### src/rtl/rgbfmt_pkg.sv
package rgbfmt_pkg;

    localparam int CH_W  = 8;
    localparam int PIX_W = 3 * CH_W;
    localparam int FMT_W = 3;
    localparam int ORD_W = 2;
    localparam int N_CTL = 3;

    // lane indices for control signals
    localparam int LANE_HS = 0;
    localparam int LANE_VS = 1;
    localparam int LANE_OE = 2;

    typedef struct packed {
        logic [CH_W-1:0] r;
        logic [CH_W-1:0] g;
        logic [CH_W-1:0] b;
    } rgb_t;

    typedef enum logic [FMT_W-1:0] {
        FMT_OFF     = 3'd0,
        FMT_565_LO  = 3'd1,
        FMT_565_SP  = 3'd2,
        FMT_565_SH  = 3'd3,
        FMT_666_LO  = 3'd4,
        FMT_666_SP  = 3'd5,
        FMT_888     = 3'd6,
        FMT_RSVD    = 3'd7
    } fmt_e;

    typedef enum logic [ORD_W-1:0] {
        ORD_RGB = 2'd0,
        ORD_BGR = 2'd1,
        ORD_GRB = 2'd2,
        ORD_BRG = 2'd3
    } ord_e;

    // fill the red/green/blue slots from the input channels
    function automatic rgb_t swizzle(input rgb_t c, input ord_e o);
        rgb_t s;
        unique case (o)
            ORD_RGB: s = '{r: c.r, g: c.g, b: c.b};
            ORD_BGR: s = '{r: c.b, g: c.g, b: c.r};
            ORD_GRB: s = '{r: c.g, g: c.r, b: c.b};
            default: s = '{r: c.b, g: c.r, b: c.g};
        endcase
        return s;
    endfunction

    // truncate to MSBs and place into the pin layout
    function automatic logic [PIX_W-1:0] place(input rgb_t c, input fmt_e f);
        logic [4:0] r5, b5;
        logic [5:0] r6, g6, b6;
        logic [PIX_W-1:0] d;
        r5 = c.r[CH_W-1 -: 5];
        b5 = c.b[CH_W-1 -: 5];
        r6 = c.r[CH_W-1 -: 6];
        g6 = c.g[CH_W-1 -: 6];
        b6 = c.b[CH_W-1 -: 6];
        unique case (f)
            FMT_565_LO: d = {8'b0, r5, g6, b5};
            FMT_565_SP: d = {3'b0, r5, 2'b0, g6, 3'b0, b5};
            FMT_565_SH: d = {2'b0, r5, 3'b0, g6, 2'b0, b5, 1'b0};
            FMT_666_LO: d = {6'b0, r6, g6, b6};
            FMT_666_SP: d = {2'b0, r6, 2'b0, g6, 2'b0, b6};
            FMT_888:    d = {c.r, c.g, c.b};
            default:    d = '0;
        endcase
        return d;
    endfunction

endpackage

### src/rtl/rgbfmt_datapath.sv
module rgbfmt_datapath
    import rgbfmt_pkg::*;
(
    input  logic             clk,
    input  logic             rst,
    input  logic [PIX_W-1:0] pix,
    input  logic             act,
    input  logic [FMT_W-1:0] fmt,
    input  logic [ORD_W-1:0] order,
    output logic [PIX_W-1:0] data_q
);

    rgb_t             src;
    rgb_t             slot;
    logic [PIX_W-1:0] packed_d;

    always_comb begin
        src      = rgb_t'(pix);
        slot     = swizzle(src, ord_e'(order));
        packed_d = act ? place(slot, fmt_e'(fmt)) : '0;
    end

    always_ff @(posedge clk) begin
        if (rst) data_q <= '0;
        else     data_q <= packed_d;
    end

    AST_FMT_OFF_ZERO: assert property (@(posedge clk) disable iff (rst)
        (!$past(rst) && ($past(fmt) == 3'd0 || $past(fmt) == 3'd7)) |-> data_q == '0);

    AST_BLANK_ZERO: assert property (@(posedge clk) disable iff (rst)
        (!$past(rst) && !$past(act)) |-> data_q == '0);

    AST_FULL_PASS: assert property (@(posedge clk) disable iff (rst)
        (!$past(rst) && $past(act) && $past(fmt) == 3'd6 && $past(order) == 2'd0)
        |-> data_q == $past(pix));

endmodule

### src/rtl/rgbfmt_ctl_lane.sv
module rgbfmt_ctl_lane (
    input  logic clk,
    input  logic rst,
    input  logic nxt,
    input  logic idle_lvl,
    input  logic fall_sel,
    output logic pin
);

    logic rise_q;
    logic fall_q;

    always_ff @(posedge clk) begin
        if (rst) rise_q <= idle_lvl;
        else     rise_q <= nxt;
    end

    // half-cycle retime of the same pixel's value
    always_ff @(negedge clk) begin
        if (rst) fall_q <= idle_lvl;
        else     fall_q <= rise_q;
    end

    assign pin = fall_sel ? fall_q : rise_q;

endmodule

### src/rtl/rgb_out_fmt.sv
module rgb_out_fmt
    import rgbfmt_pkg::*;
(
    input  logic                    clk,
    input  logic                    rst,
    input  logic [PIX_W-1:0]        pix_in,
    input  logic                    h_act,
    input  logic                    v_act,
    input  logic                    hs_in,
    input  logic                    vs_in,
    input  logic [FMT_W-1:0]        cfg_fmt,
    input  logic [ORD_W-1:0]        cfg_order,
    input  logic [N_CTL-1:0]        cfg_ctl_off,
    input  logic [N_CTL-1:0]        cfg_fall_sel,
    input  logic                    cfg_oe_inv,
    input  logic                    cfg_oe_from_sync,
    input  logic                    cfg_clk_inv,
    output logic [PIX_W-1:0]        pin_data,
    output logic                    pin_hs,
    output logic                    pin_vs,
    output logic                    pin_oe,
    output logic                    pin_clk
);

    logic             active;
    logic             oe_raw;
    logic [N_CTL-1:0] lane_lvl;
    logic [N_CTL-1:0] lane_idle;
    logic [N_CTL-1:0] lane_nxt;
    logic [N_CTL-1:0] lane_pin;

    assign active = h_act & v_act;

    rgbfmt_datapath u_dp (
        .clk    (clk),
        .rst    (rst),
        .pix    (pix_in),
        .act    (active),
        .fmt    (cfg_fmt),
        .order  (cfg_order),
        .data_q (pin_data)
    );

    always_comb begin
        oe_raw             = cfg_oe_from_sync ? (hs_in | vs_in) : active;
        lane_lvl[LANE_HS]  = hs_in;
        lane_lvl[LANE_VS]  = vs_in;
        lane_lvl[LANE_OE]  = oe_raw ^ cfg_oe_inv;
        lane_idle[LANE_HS] = 1'b0;
        lane_idle[LANE_VS] = 1'b0;
        lane_idle[LANE_OE] = cfg_oe_inv;
    end

    for (genvar i = 0; i < N_CTL; i++) begin : g_lane
        assign lane_nxt[i] = cfg_ctl_off[i] ? lane_idle[i] : lane_lvl[i];

        rgbfmt_ctl_lane u_lane (
            .clk      (clk),
            .rst      (rst),
            .nxt      (lane_nxt[i]),
            .idle_lvl (lane_idle[i]),
            .fall_sel (cfg_fall_sel[i]),
            .pin      (lane_pin[i])
        );
    end

    assign pin_hs  = lane_pin[LANE_HS];
    assign pin_vs  = lane_pin[LANE_VS];
    assign pin_oe  = lane_pin[LANE_OE];
    assign pin_clk = clk ^ cfg_clk_inv;

    AST_HS_OFF_QUIET: assert property (@(posedge clk) disable iff (rst)
        (!$past(rst) && $past(cfg_ctl_off[0])) |-> !pin_hs);

    AST_OE_OFF_IDLE: assert property (@(posedge clk) disable iff (rst)
        (!$past(rst) && $past(cfg_ctl_off[2])) |-> pin_oe == $past(cfg_oe_inv));

    AST_OE_ACTIVE_MODE: assert property (@(posedge clk) disable iff (rst)
        (!$past(rst) && !$past(cfg_oe_from_sync) && !$past(cfg_ctl_off[2]))
        |-> pin_oe == (($past(h_act) && $past(v_act)) ^ $past(cfg_oe_inv)));

    AST_VS_FOLLOW: assert property (@(posedge clk) disable iff (rst)
        (!$past(rst) && !$past(cfg_ctl_off[1])) |-> pin_vs == $past(vs_in));

endmodule

### config.mk
export PLATFORM = sky130hd
export DESIGN_NAME = rgb_out_fmt
export DESIGN_NICKNAME = d
export VERILOG_FILES = /design/src/rtl/rgbfmt_pkg.sv /design/src/rtl/rgbfmt_datapath.sv /design/src/rtl/rgbfmt_ctl_lane.sv /design/src/rtl/rgb_out_fmt.sv
export SDC_FILE = /design/constraint.sdc
export NUM_CORES = 1
export LEC_CHECK = 0
export BUFFER_PORTS_ARGS = -buffer_cell sky130_fd_sc_hd__clkbuf_2
export CAP_MARGIN = 30
export CORE_MARGIN = 1
export CORE_UTILIZATION = 35
export CTS_CLUSTER_SIZE = 40
export DETAILED_ROUTE_END_ITERATION = 10
export GPL_TIMING_DRIVEN = 0
export PLACE_DENSITY = 0.71
export SYNTH_ARGS = -nofsm -noshare
export SYNTH_HDL_FRONTEND = slang
export SYNTH_SLANG_ARGS = --single-unit
export TNS_END_PERCENT = 30
### constraint.sdc
create_clock -name clk -period 1.55 [get_ports clk]
set_input_delay 0.155 -clock clk [delete_from_list [all_inputs] [get_ports clk]]
set_output_delay 0.155 -clock clk [all_outputs]
set_load 0.02 [all_outputs]
# Word-level counts from Yosys, hierarchy flattened
# Index checks and enable logic that the tools add are counted.
# Widths: inputs -> output; s select.
[totals] regBits=30 in_bits=44 output_inout_bits=28 word_cells=33
[classes] eq_ne=8 n_mux=9 bitwise_logic=5 n_reduce_logical=4
[ops] operator="$pmux 24 s6" n=1
[ops] operator="$pmux 24 s3" n=1
[ops] operator="$eq 3x3->1 const B" n=3
[ops] operator="$mux 1" n=7
[ops] operator="$eq 3x2->1 const B" n=2
[ops] operator="$reduce_or 2->1" n=3
[ops] operator="$eq 3x1->1 const B" n=1
[ops] operator="$eq 2x1->1 const B" n=1
[ops] operator="$eq 2x2->1 const B" n=1
[ops] operator="$logic_not 2->1" n=1
[ops] operator="$xor 1x1->1" n=2
[ops] operator="$and 1x1->1" n=1
[ops] operator="$not 1->1" n=1
[ops] operator="$or 1x1->1" n=1

# Longest topological paths before layout
[logic_depth] depth_word=5 mapped_depth=6 depth_no_buf=4

# Hierarchy
# Synthesis repeated with hierarchy kept, for this count alone.
[hier_totals] cells_unflattened=226 hier_area_um2=2068.2
[modules_own_cells] mod="rgbfmt_datapath" instances=1 cells_per_inst=199 area_each_um2=1774.2 seq_area_each_um2=480.5
[modules_own_cells] mod="rgbfmt_ctl_lane" instances=3 cells_per_inst=6 area_each_um2=77.6 seq_area_each_um2=40.0
[modules_own_cells] mod="rgb_out_fmt" instances=1 cells_per_inst=9 area_each_um2=61.3 seq_area_each_um2=0.0

==> reports/metrics.cfg <==
[status]
status = finished, violations left
violations = setup timing

[min_path]
hp-class = primary input to flop
worstHoldStart = hs_in
hold_end = g_lane[0].u_lane.rise_q
whs_path_depth = 2

[grt]
gr-usage-met3 = 0.0663
grt.busiest_layer = met2
grtUsageTotal = 0.222
antenna_found_initial = 0
grt_max_degree = 11
met2_usage = 0.336
grt_pass1_wl_microns = 10200
gr-total-overflow = 0
grt_pass1_vias = 1999
use_met1 = 0.286

[clock_tree]
cts_tree = yes
cts_setup_buffers = 0
clock_latency_ns = 0.47
path_clk_slew_ns = 0.06

[layout]
drive_gt1_frac = 0.377
n_antenna_cell = 0
seq_area_sq_um = 601
multi_input_area_sq_um = 1350
post-route-util = 0.477
mostFrequentLayoutCell = clkbuf_2
nFillCells = 552
most-common-layout-cells = clkbuf_2, dfxtp_1, nor2_1, mux2i_1, a21oi_1
fin_nets = 345
area_delta_synth_final_pct = 29.4

[power_and_ir_drop]
p_leak_nw = 1.17
power_mw = 2.29
ir_drop_v = 0.000599
power_density_nw_per_um2 = 861

[floorplan]
row_count = 27
ioPinCount = 72
coreArea_sq_um = 5570
initial_utilization = 0.369
die-area_sq_um = 6180
die_w_microns = 78.6
die_y_microns = 78.6

[routing]
wl_per_cell_microns = 17.3
vias = 2151
ant_nets = 0
drc = 0
drt-total-wl_microns = 6490
firstDrtPassIters = 5
first_iter_violations = 274
vias_per_cell = 5.75

[placement]
port_buffers = 68
place.gp.congestion = 0.968
dp_hpwl_microns = 4830

[critical_path]
crit_path_end_kind = output pin
r2r_start = g_lane[2].u_lane.rise_q
path_max_fanout = 1
worstPathRequired_ns = 1.39
crit_type = flop to output pin
worst-r2r-setup-slack_ns = 0.15
rr_worst_depth = 1
start_kind = flop
timing.rr.end = g_lane[2].u_lane.fall_q
worstPathArrival_ns = 1.93

[logic_synthesis]
ys_seq_elements = 30
yosys_warnings = 0
synth_area_sq_um = 2050
synthFlopType = dfxtp_1
synth_nets = 262
synthArstFlopShare = 0
synthDistinctLibCells = 55
syn_inst = 218
avgSynthCellArea_sq_um = 9.42
synth-seq-area-share = 0.292
synth_edf_count = 0

[sta]
skew_ns = 0.0834
fin_ws_ns = -0.532
slew_viol_final = 0
hold_viol = 0
rsz0062_at_grt = true
tightest_slew_ns = 0.645
setup_violations = 3
max_slew_margin = 0.569

[job]
max_cap_viol_count = 0

## what timing repair did
action | in CTS | in global routing
resized for setup | 0 | 4
setup endpoints to repair | 3 | 3
hold buffers | 3 | 0
endpoints found under the hold margin | 3 | 0
## report_power, final
group          internal (mW)  leakage [nW]  switching [mW]
registers              0.795         0.244         0.00653
logic                  0.242         0.836           0.322
clock network          0.516        0.0872           0.406
## per-layer routing
layer  part of all wire  up-vias
met5                  0        -
met1               0.42      982
li1                   -     1012
met3               0.11       12
met2               0.46      145
met4              0.015        0
## final cells by class
class | instances | share of cell area
sequential | 30 | 0.226
buffer | 16 | 0.0367
inverter | 3 | 0.00424
tap | 72 | 0.0339
clock inverter | 5 | 0.00894
timing repair buffer | 70 | 0.140
multi-input combinational | 168 | 0.506
clock buffer | 10 | 0.0447
## synthesized netlist by cell type (3+ instances only)
| library cell | number | share of area |
|---|---|---|
| mux2_2 | 11 | 0.060 |
| nand2_1 | 5 | 0.0091 |
| o32ai_1 | 4 | 0.017 |
| mux2_4 | 4 | 0.029 |
| a21oi_1 | 12 | 0.029 |
| nor2_1 | 17 | 0.031 |
| o22ai_1 | 11 | 0.033 |
| nor3_1 | 4 | 0.0097 |
| nand2b_1 | 9 | 0.027 |
| a211oi_1 | 3 | 0.011 |
| nor2b_1 | 6 | 0.018 |
| nand3_1 | 3 | 0.0073 |
| inv_1 | 3 | 0.0055 |
| buf_4 | 4 | 0.015 |
| clkbuf_1 | 7 | 0.013 |
| a22o_1 | 5 | 0.021 |
| buf_2 | 3 | 0.0073 |
| mux2i_1 | 16 | 0.078 |
| mux4_2 | 4 | 0.044 |
| dfxtp_1 | 30 | 0.29 |
| o22a_1 | 3 | 0.013 |
| o21ai_0 | 10 | 0.024 |
## cell families after synthesis
kind of cell,Yosys count,share of synthesized area
AND/OR/NAND/NOR,52,0.132
buffers and inverters,20,0.0548
multiplexers,39,0.247
XOR/XNOR,2,0.00853
AO/OA/AOI/OAI,75,0.266
flip-flops,30,0.292
## worst max-delay path by stage
stage                                 start             end  slack, ns
finish              g_lane[1].u_lane.fall_q          pin_vs      -0.53
floorplan           g_lane[0].u_lane.fall_q          pin_hs       0.04
detailed placement  g_lane[1].u_lane.fall_q          pin_vs      -0.07
global placement               cfg_order[1]  u_dp.data_q[7]      -0.08
CTS                 g_lane[1].u_lane.fall_q          pin_vs      -0.56
global route        g_lane[1].u_lane.fall_q          pin_vs      -0.57
## critical path: stages (launching register included)
cell	delay [ns]
dfxtp_1	0.30
mux2_4	0.26
buf_6	0.13
## through the flow
step                hold WS (ns)  setup slack (ns)  std cells  cell area (sq um)  setup TNS, ns
finish                    0.0274            -0.532        374               2660          -1.57
global route              0.0195            -0.573        374               2660          -1.71
CTS                       0.0218            -0.556        374               2650          -1.62
detailed placement         0.322           -0.0711        358               2480         -0.573
global placement           0.318           -0.0839        358               2480         -0.519
floorplan                  0.230            0.0393        218               2050              0
## flip-flops by register name (all words and copies together), names as in the netlist
| name | flops |
|---|---|
| g_lane.u_lane.fall_q | 3 |
| u_dp.data_q | 24 |
| g_lane.u_lane.rise_q | 3 |
No activity file was read; power rests on OpenSTA's default activity.
